$ cat src/rtl/pvm_pkg.sv
package pvm_pkg;

    typedef enum logic [1:0] {
        ST_IDLE = 2'd0,
        ST_XFER = 2'd1,
        ST_DONE = 2'd2
    } pvm_state_e;

endpackage

$ cat src/rtl/pvm_len_clamp.sv
module pvm_len_clamp #(
    parameter int FIELD_W   = 8,
    parameter int VEC_BYTES = 16,
    parameter int CNT_W     = 5
) (
    input  logic [FIELD_W-1:0] field,
    output logic [CNT_W-1:0]   cnt
);

    localparam logic [FIELD_W-1:0] LIMIT_F = FIELD_W'(VEC_BYTES);
    localparam logic [CNT_W-1:0]   LIMIT_C = CNT_W'(VEC_BYTES);

    always_comb begin
        if (field >= LIMIT_F) begin
            cnt = LIMIT_C;
        end else begin
            cnt = CNT_W'(field);
        end
    end

endmodule

$ cat src/rtl/pvm_lane_sel.sv
module pvm_lane_sel #(
    parameter int VEC_BYTES = 16,
    parameter int IDX_W     = 4
) (
    input  logic [VEC_BYTES*8-1:0] vec,
    input  logic [IDX_W-1:0]       idx,
    input  logic                   reverse,
    output logic [IDX_W-1:0]       lane,
    output logic [7:0]             lane_byte
);

    localparam logic [IDX_W-1:0] TOP_LANE = IDX_W'(VEC_BYTES - 1);

    logic [7:0] lanes [VEC_BYTES];

    for (genvar g = 0; g < VEC_BYTES; g++) begin : g_lane
        assign lanes[g] = vec[(VEC_BYTES-1-g)*8 +: 8];
    end

    always_comb begin
        if (reverse) begin
            lane = TOP_LANE - idx;
        end else begin
            lane = idx;
        end
    end

    assign lane_byte = lanes[lane];

endmodule

$ cat src/rtl/pvm_addr_step.sv
module pvm_addr_step #(
    parameter int ADDR_W   = 64,
    parameter int NARROW_W = 32
) (
    input  logic [ADDR_W-1:0] cur,
    input  logic              wide,
    output logic [ADDR_W-1:0] nxt
);

    if (ADDR_W > NARROW_W) begin : g_split
        logic [NARROW_W-1:0] low_sum;
        assign low_sum = cur[NARROW_W-1:0] + 1'b1;
        always_comb begin
            if (wide) begin
                nxt = cur + 1'b1;
            end else begin
                nxt = {{(ADDR_W-NARROW_W){1'b0}}, low_sum};
            end
        end
    end else begin : g_flat
        logic unused_wide;
        assign unused_wide = wide;
        assign nxt = cur + 1'b1;
    end

endmodule

$ cat src/rtl/partial_vec_mover.sv
module partial_vec_mover #(
    parameter int ADDR_W    = 64,
    parameter int NARROW_W  = 32,
    parameter int LEN_W     = 64,
    parameter int FIELD_W   = 8,
    parameter int VEC_BYTES = 16
) (
    input  logic                   clk,
    input  logic                   rst_n,
    input  logic                   start,
    input  logic                   is_store,
    input  logic                   little_end,
    input  logic                   left_just,
    input  logic                   wide_addr,
    input  logic [ADDR_W-1:0]      addr,
    input  logic [LEN_W-1:0]       len_op,
    input  logic [VEC_BYTES*8-1:0] vec_in,
    output logic                   busy,
    output logic                   mem_req,
    output logic                   mem_we,
    output logic [ADDR_W-1:0]      mem_addr,
    output logic [7:0]             mem_wdata,
    input  logic                   mem_ack,
    input  logic [7:0]             mem_rdata,
    output logic                   ld_valid,
    output logic [VEC_BYTES*8-1:0] ld_data
);

    import pvm_pkg::*;

    localparam int VEC_W = VEC_BYTES * 8;
    localparam int CNT_W = $clog2(VEC_BYTES + 1);
    localparam int IDX_W = $clog2(VEC_BYTES);

    typedef struct packed {
        pvm_state_e        state;
        logic              store;
        logic              rev;
        logic              wide;
        logic [IDX_W-1:0]  idx;
        logic [IDX_W-1:0]  last;
        logic [ADDR_W-1:0] addr;
        logic [VEC_W-1:0]  vec;
        logic [VEC_W-1:0]  acc;
    } pvm_regs_t;

    pvm_regs_t r_q, r_d;

    logic [CNT_W-1:0]  start_cnt;
    logic [IDX_W-1:0]  cur_lane;
    logic [7:0]        cur_byte;
    logic [ADDR_W-1:0] next_addr;

    pvm_len_clamp #(
        .FIELD_W  (FIELD_W),
        .VEC_BYTES(VEC_BYTES),
        .CNT_W    (CNT_W)
    ) u_clamp (
        .field(len_op[LEN_W-1 -: FIELD_W]),
        .cnt  (start_cnt)
    );

    pvm_lane_sel #(
        .VEC_BYTES(VEC_BYTES),
        .IDX_W    (IDX_W)
    ) u_lane (
        .vec      (r_q.vec),
        .idx      (r_q.idx),
        .reverse  (r_q.rev),
        .lane     (cur_lane),
        .lane_byte(cur_byte)
    );

    pvm_addr_step #(
        .ADDR_W  (ADDR_W),
        .NARROW_W(NARROW_W)
    ) u_step (
        .cur (r_q.addr),
        .wide(r_q.wide),
        .nxt (next_addr)
    );

    always_comb begin
        r_d = r_q;
        case (r_q.state)
            ST_IDLE: begin
                if (start) begin
                    r_d.store = is_store;
                    r_d.rev   = little_end & ~left_just;
                    r_d.wide  = wide_addr;
                    r_d.addr  = addr;
                    r_d.vec   = vec_in;
                    r_d.idx   = '0;
                    r_d.acc   = '0;
                    r_d.last  = IDX_W'(start_cnt - 1'b1);
                    if (start_cnt == '0) begin
                        r_d.state = is_store ? ST_IDLE : ST_DONE;
                    end else begin
                        r_d.state = ST_XFER;
                    end
                end
            end
            ST_XFER: begin
                if (mem_ack) begin
                    if (!r_q.store) begin
                        for (int k = 0; k < VEC_BYTES; k++) begin
                            if (cur_lane == IDX_W'(k)) begin
                                r_d.acc[(VEC_BYTES-1-k)*8 +: 8] = mem_rdata;
                            end
                        end
                    end
                    r_d.addr = next_addr;
                    r_d.idx  = r_q.idx + 1'b1;
                    if (r_q.idx == r_q.last) begin
                        r_d.state = r_q.store ? ST_IDLE : ST_DONE;
                    end
                end
            end
            ST_DONE: begin
                r_d.state = ST_IDLE;
            end
            default: begin
                r_d.state = ST_IDLE;
            end
        endcase
    end

    always_ff @(posedge clk) begin
        if (!rst_n) begin
            r_q <= '0;
        end else begin
            r_q <= r_d;
        end
    end

    assign busy      = (r_q.state != ST_IDLE);
    assign mem_req   = (r_q.state == ST_XFER);
    assign mem_we    = r_q.store;
    assign mem_addr  = r_q.addr;
    assign mem_wdata = cur_byte;
    assign ld_valid  = (r_q.state == ST_DONE);
    assign ld_data   = r_q.acc;

endmodule

$ cat config.mk
export PLATFORM = sky130hd
export DESIGN_NAME = partial_vec_mover
export DESIGN_NICKNAME = d
export VERILOG_FILES = /design/src/rtl/pvm_pkg.sv /design/src/rtl/pvm_len_clamp.sv /design/src/rtl/pvm_lane_sel.sv /design/src/rtl/pvm_addr_step.sv /design/src/rtl/partial_vec_mover.sv
export SDC_FILE = /design/constraint.sdc
export NUM_CORES = 1
export LEC_CHECK = 0
export CAP_MARGIN = 5
export CORE_AREA = 2 2 267 137
export DETAILED_ROUTE_END_ITERATION = 16
export DIE_AREA = 0 0 269 139
export PLACE_DENSITY_LB_ADDON = 0.15
export SYNTH_ARGS = -nofsm -noshare
export SYNTH_HDL_FRONTEND = slang
export SYNTH_SLANG_ARGS = --single-unit
$ cat constraint.sdc
create_clock -name clk -period 3.21 [get_ports clk]
set_clock_uncertainty 0.15 [all_clocks]
set_input_delay 0.4815 -clock clk [delete_from_list [all_inputs] [get_ports clk]]
set_output_delay 0.4815 -clock clk [all_outputs]
set_load 0.01 [all_outputs]
Yosys cells after proc, flatten, opt, wreduce, memory -nomap -nowiden
Cells that the tools add are included.
- flip-flop bits (word level): 333
- output and inout bits: 204
- reduce and logical (&&, ||, !) cells: 24
- equality and inequality tests: 38
- magnitude comparators: 2
- $add $sub $neg: 5
- bitwise gates (word level): 3
- multiplexer cells: 36
- operator list (cell ; number):
    $mux W333 ; 1
    $mux W128 ; 2
    $pmux W128 S2 ; 1
    $mux W8 ; 18
    $mux W64 ; 2
    $pmux W64 S2 ; 1
    $reduce_and A5 Y1 ; 16
    $add A64 B1 Y64 const B ; 1
    $ne A2 B1 Y1 const B ; 18
    $add A32 B1 Y32 const B ; 1
    $bmux W8 S4 ; 1
    $eq A4 B4 Y1 const B ; 8
    $eq A4 B3 Y1 const B ; 4
    $mux W2 ; 5
    $eq A4 B2 Y1 const B ; 2
    $ge A8 B5 Y1 const B ; 1
    $mux W4 ; 2
    $pmux W4 S2 ; 1
    $reduce_and A3 Y1 ; 2
    $ge A5 B5 Y1 const B ; 1
    $logic_not A5 Y1 ; 1
    $mux W5 ; 1
    $not A4 Y5 ; 1
    $add A4 B1 Y4 const B ; 1
    other kinds (14) ; 16

Longest topological paths before layout
- depth in word-level cells: 7
- depth in mapped cells: 10
- gate-level depth less buffers: 7

Cells and area by module
From an unflattened synthesis, not the netlist that was laid out.
- cell total of the unflattened synthesis: 2204
- area total of the unflattened synthesis: 18504.0 um^2
- modules (own cells, without submodules) (module ; instances ; area each (um^2) ; cells each):
    partial_vec_mover ; 1 ; 14437.6 ; 1656
    pvm_lane_sel ; 1 ; 2423.6 ; 293
    pvm_addr_step ; 1 ; 1601.5 ; 249
    pvm_len_clamp ; 1 ; 41.3 ; 6

Least setup slack after synthesis
No wires, ideal clock.
- path type: reg-to-output
- start: register r_q[329] (netlist bit)
- end: output port mem_wdata[0]
- stages on the path, launching flop included: 8
- buffers on the path: 3
- arrival: 2.069 ns
- path slack: 0.509 ns
- cell sequence: dfxtp_1 buf_2 buf_1 clkbuf_1 mux4_2 mux2_2 o21ai_0 a21oi_1
- longest elaborated chain between the ends: 5
- ends and longest elaborated chain (item ; RTL line ; source):
    start: declaration ; partial_vec_mover.sv:47 ; pvm_regs_t r_q, r_d;
    start signal: assignment ; partial_vec_mover.sv:132 ; r_q <= r_d;
    $mux W4 ; pvm_lane_sel.sv:21 ; if (reverse) begin
    $not A4 Y5 (implied by the code) ; pvm_lane_sel.sv:28 ; assign lane_byte = lanes[lane];
    $bmux W8 S4 ; pvm_lane_sel.sv:28 ;
    $mux W8 (implied by the code) (2 in a row) ; pvm_lane_sel.sv:28 ;
    end: declaration ; partial_vec_mover.sv:22 ; output logic [7:0] mem_wdata,
Every way passes these cells. The select of a mux whose other input is x is not followed.

Final worst setup path
- start: register r_q[329] (netlist bit)
- end: output port mem_wdata[1]
The elaborated chain is that of the path after synthesis.

==> results <==
- The slew at the pin closest to its max-slew limit is roughly 1200 ps.
- In the final routed layout, each cell accounts on average for between 20 and 25 um.
- The root buffer selected by CTS is sky130_fd_sc_hd__clkbuf_16.
- In the global route stage, overall resource usage came out at 0.300.
- The power density over the cells is about 500 nW/um2.
- Measured along the x axis, the die boundary spans approximately 270 um.
- Counting instances in the post-synthesis netlist gives the leading cell types as 341 x sky130_fd_sc_hd__nand2_1, 333 x sky130_fd_sc_hd__dfxtp_1, 204 x sky130_fd_sc_hd__a21oi_1.
- In this run the tightest slew margin relative to its limit is 0.196.
- The cell total after placement is ~2600.
- During synthesis, Yosys emitted a total of 0 warnings.
- Setup total negative slack on the finished layout was measured at -169 ps.
- Measured on the finished design, the core utilization comes to 0.611.
- The smallest clock period supported by the final layout is computed as between 3000 and 4000 ps.
- The clock drives about 330 sinks.
- The cell type with the highest aggregate area in the netlist is sky130_fd_sc_hd__dfxtp_1.
- Once layout is complete, the cells apart from fillers number about 2700.
- The synthesized design contains 0 enable-type register cells.
- The final reports fail on negative setup slack.
- At the placement stage, the worst setup path has a slack of -48.1 ps.
- The most instantiated flip-flop cell in the synthesis netlist is sky130_fd_sc_hd__dfxtp_1.
- Clock tree synthesis inserted a total of 31 buffers.
- Of the available clock period, the critical path in the final layout requires 1.02.
- The final global-route overflow total is 0.
- The number of cells on the worst reg-to-reg path is 7.
- The share of synthesized area occupied by flip-flops and latches is 0.401.
- The CTS clock-pin slew for the worst setup and hold paths is around 70 ps.
- The number of vias per cell after detailed routing is 5.64.
- The CTS H-tree depth is 1.
- The number of antenna-violating nets in the routed design is 0.
- The post-place instance area is ~20000 um2.
- STA classifies the critical path startpoint as a register.
- Counting every net in the synthesized netlist gives ~2300.
- The class of the most critical setup path is reg -> out.
- The tightest hold path in the finished design has a slack of 297 ps.
- The max-capacitance violation count is 0.
- After routing the design area is 21500 um2.
- The wire-length estimate of the detail-placed layout is 41.5 mm.
- Setup repair after global routing could not meet its margin everywhere.
- The initial utilization of the core area, before any placement, comes to 0.472.
- The layout-stage area growth over the synthesis result is 29.6%.
- The number of ports placed on the die boundary is roughly 480.
- The run finished, with violations left.
- The first-pass GRT wire length is approximately 87 mm.
- The smallest setup slack after layout is -59.2 ps.
- In this run the cell area of the synthesized design comes to roughly 17000 um2.
- The later pin in the worst-skew pair is clocked with a latency of between 500 and 600 ps.
- Input and output buffers added on the ports amount to 419.
- Summed over all cells, the static leakage comes to roughly 8.4 nW.
- The final layout contains about 2500 nets.
- The first routing iteration left between 1500 and 2000 violations.
- The type of destination of the critical path is a primary output.
- Sorting the synthesized cells by area gives the leading types as sky130_fd_sc_hd__dfxtp_1 40%, sky130_fd_sc_hd__mux2i_1 9.0%, sky130_fd_sc_hd__buf_4 8.7%.
- The worst hold path passes through 3 cells.
- From bottom edge to top edge, the die measures 139 um.
- For this design, the CTS-stage hold fixing added 0 buffers.
- The tightest min-delay check is of the in -> reg type.
- In the final layout, the share of cells above drive strength 1 is 0.0958.
- In this run the worst path has a maximum fanout of 5.
- The max-slew violation total from the final report is 0.
- Entering global routing, the biggest net connects between 100 and 150 pins.
- The number of detailed-routing iterations run before antenna repair is 6.
- The buffer depth of the longest clock path is 3.
- The total core area is about 35000 um2.
- The initial antenna violation count is 4.
- Setup violations remaining at the end of the flow were counted as 5.
- For this run, design rule violations remaining after detail routing come to 0.
- In this run, distinct cell masters in the synthesized netlist total 73.
- The average instance in the mapped netlist occupies around 8 um2.
- The die outline area is ~37000 um2.
- The via count of the first global-routing pass is between 10000 and 15000.
- In the synthesized netlist the async set-or-reset flop fraction comes to 0.
- The filler cells instantiated in the layout total 3063.
- The highest attainable clock frequency is 0.306 GHz.
- Detailed routing inserted a total of about 15000 vias.
- VDD sags by at most just over 400 uV.
- The share of synthesized area in the top cell type comes to 0.401.
- The number of storage elements in the synthesis netlist is between 300 and 400.
- For this block, the routed nets add up to just under 60 mm of wire.
- The required time of the worst setup path is 2580 ps.
- The design draws between 10 and 15 mW.
- TritonCTS built the clock tree.
- After technology mapping, the gate count stands at approximately 2000.
- The endpoint arrival time on the critical path is between 2000 and 3000 ps.
- The final weighted congestion of routability-driven global placement is around 0.9.
- Yosys instantiated no cell more often than sky130_fd_sc_hd__nand2_1.
- The number of hold violations in the final report is 0.
- The initialized floorplan defines 49 standard-cell rows.
where the power goes:
group / internal (mW) / switching, mW / total [mW] / leakage (nW)
logic: 1.03 / 1.16 / 2.19 / 5.10
clock network: 2.40 / 1.71 / 4.11 / 0.546
registers: 4.39 / 0.253 / 4.65 / 2.72
total: 7.82 / 3.12 / 10.9 / 8.37
critical path, cell delays in order (launching register included):
cell and delay, ps:
sky130_fd_sc_hd__dfxtp_4 350, sky130_fd_sc_hd__buf_6 130, sky130_fd_sc_hd__buf_12 130, sky130_fd_sc_hd__xnor2_4 160, sky130_fd_sc_hd__buf_6 120, sky130_fd_sc_hd__buf_6 90, sky130_fd_sc_hd__mux4_2 480, sky130_fd_sc_hd__mux2i_1 190
sky130_fd_sc_hd__nor3_1 60, sky130_fd_sc_hd__a21oi_1 100, sky130_fd_sc_hd__o21ai_1 90, sky130_fd_sc_hd__buf_2 150
state kept, by name, summed over array words and instances, names as in the netlist:
register,cells
ld_data,128
mem_we,1
r_q,140
mem_addr,64
routing by layer:
metal  vias to the layer above  track usage  part of all wire
met2                       632        0.447              0.43
met5                         -            0           0.00045
li1                       7284            -                 -
met1                      7390        0.442              0.46
met3                        75       0.0641             0.086
met4                         4       0.0664             0.021
cells in the final DEF, fill, tap and decap left out, types with 33 or more instances in the layout:
cell | Yosys | routed
sky130_fd_sc_hd__clkdlybuf4s50_1 | 0 | 411
sky130_fd_sc_hd__nand2_1 | 341 | 339
sky130_fd_sc_hd__dfxtp_1 | 333 | 328
sky130_fd_sc_hd__a21oi_1 | 204 | 201
sky130_fd_sc_hd__nor2_1 | 193 | 191
sky130_fd_sc_hd__mux2i_1 | 150 | 150
sky130_fd_sc_hd__buf_4 | 192 | 60
sky130_fd_sc_hd__o21ai_0 | 50 | 46
sky130_fd_sc_hd__nand3_1 | 36 | 36
sky130_fd_sc_hd__nand4_1 | 33 | 33
cells by family after synthesis:
family,after synthesis,synth area share
AND/OR/NAND/NOR,733,0.196
multiplexers,170,0.116
adder cells (fa/ha/maj),3,0.00226
flip-flops,333,0.401
XOR/XNOR,12,0.00632
AO/OA/AOI/OAI,430,0.157
buffers and inverters,343,0.121
final timing paths:
kind,slack (ps),from,endpoint
setup / recovery,-60,r_q[329],mem_wdata[1]
hold / removal,300,vec_in[72],r_q[200]
setup reg to reg,360,r_q[331],mem_addr[52]
hold reg to reg,300,r_q[181],r_q[181]
cell type report:
cell class | count | area (um2) | area share
multi-input combinational | 1348 | 8150 | 0.378
sequential | 333 | 6680 | 0.310
timing repair buffer | 498 | 4960 | 0.230
clock buffer | 37 | 828 | 0.0384
tap | 484 | 606 | 0.0281
clock inverter | 19 | 279 | 0.0129
inverter | 9 | 46.3 | 0.00215
antenna | 2 | 5.00 | 0.000232
repair_timing:
action                     CTS  global route
setup buffers               20             1
gates cloned                 3             0
hold endpoints to repair     0             0
setup endpoints to repair    9             9
gates resized for setup     70            10
pin swaps                    8             5
(Power assumes the default switching activity.)
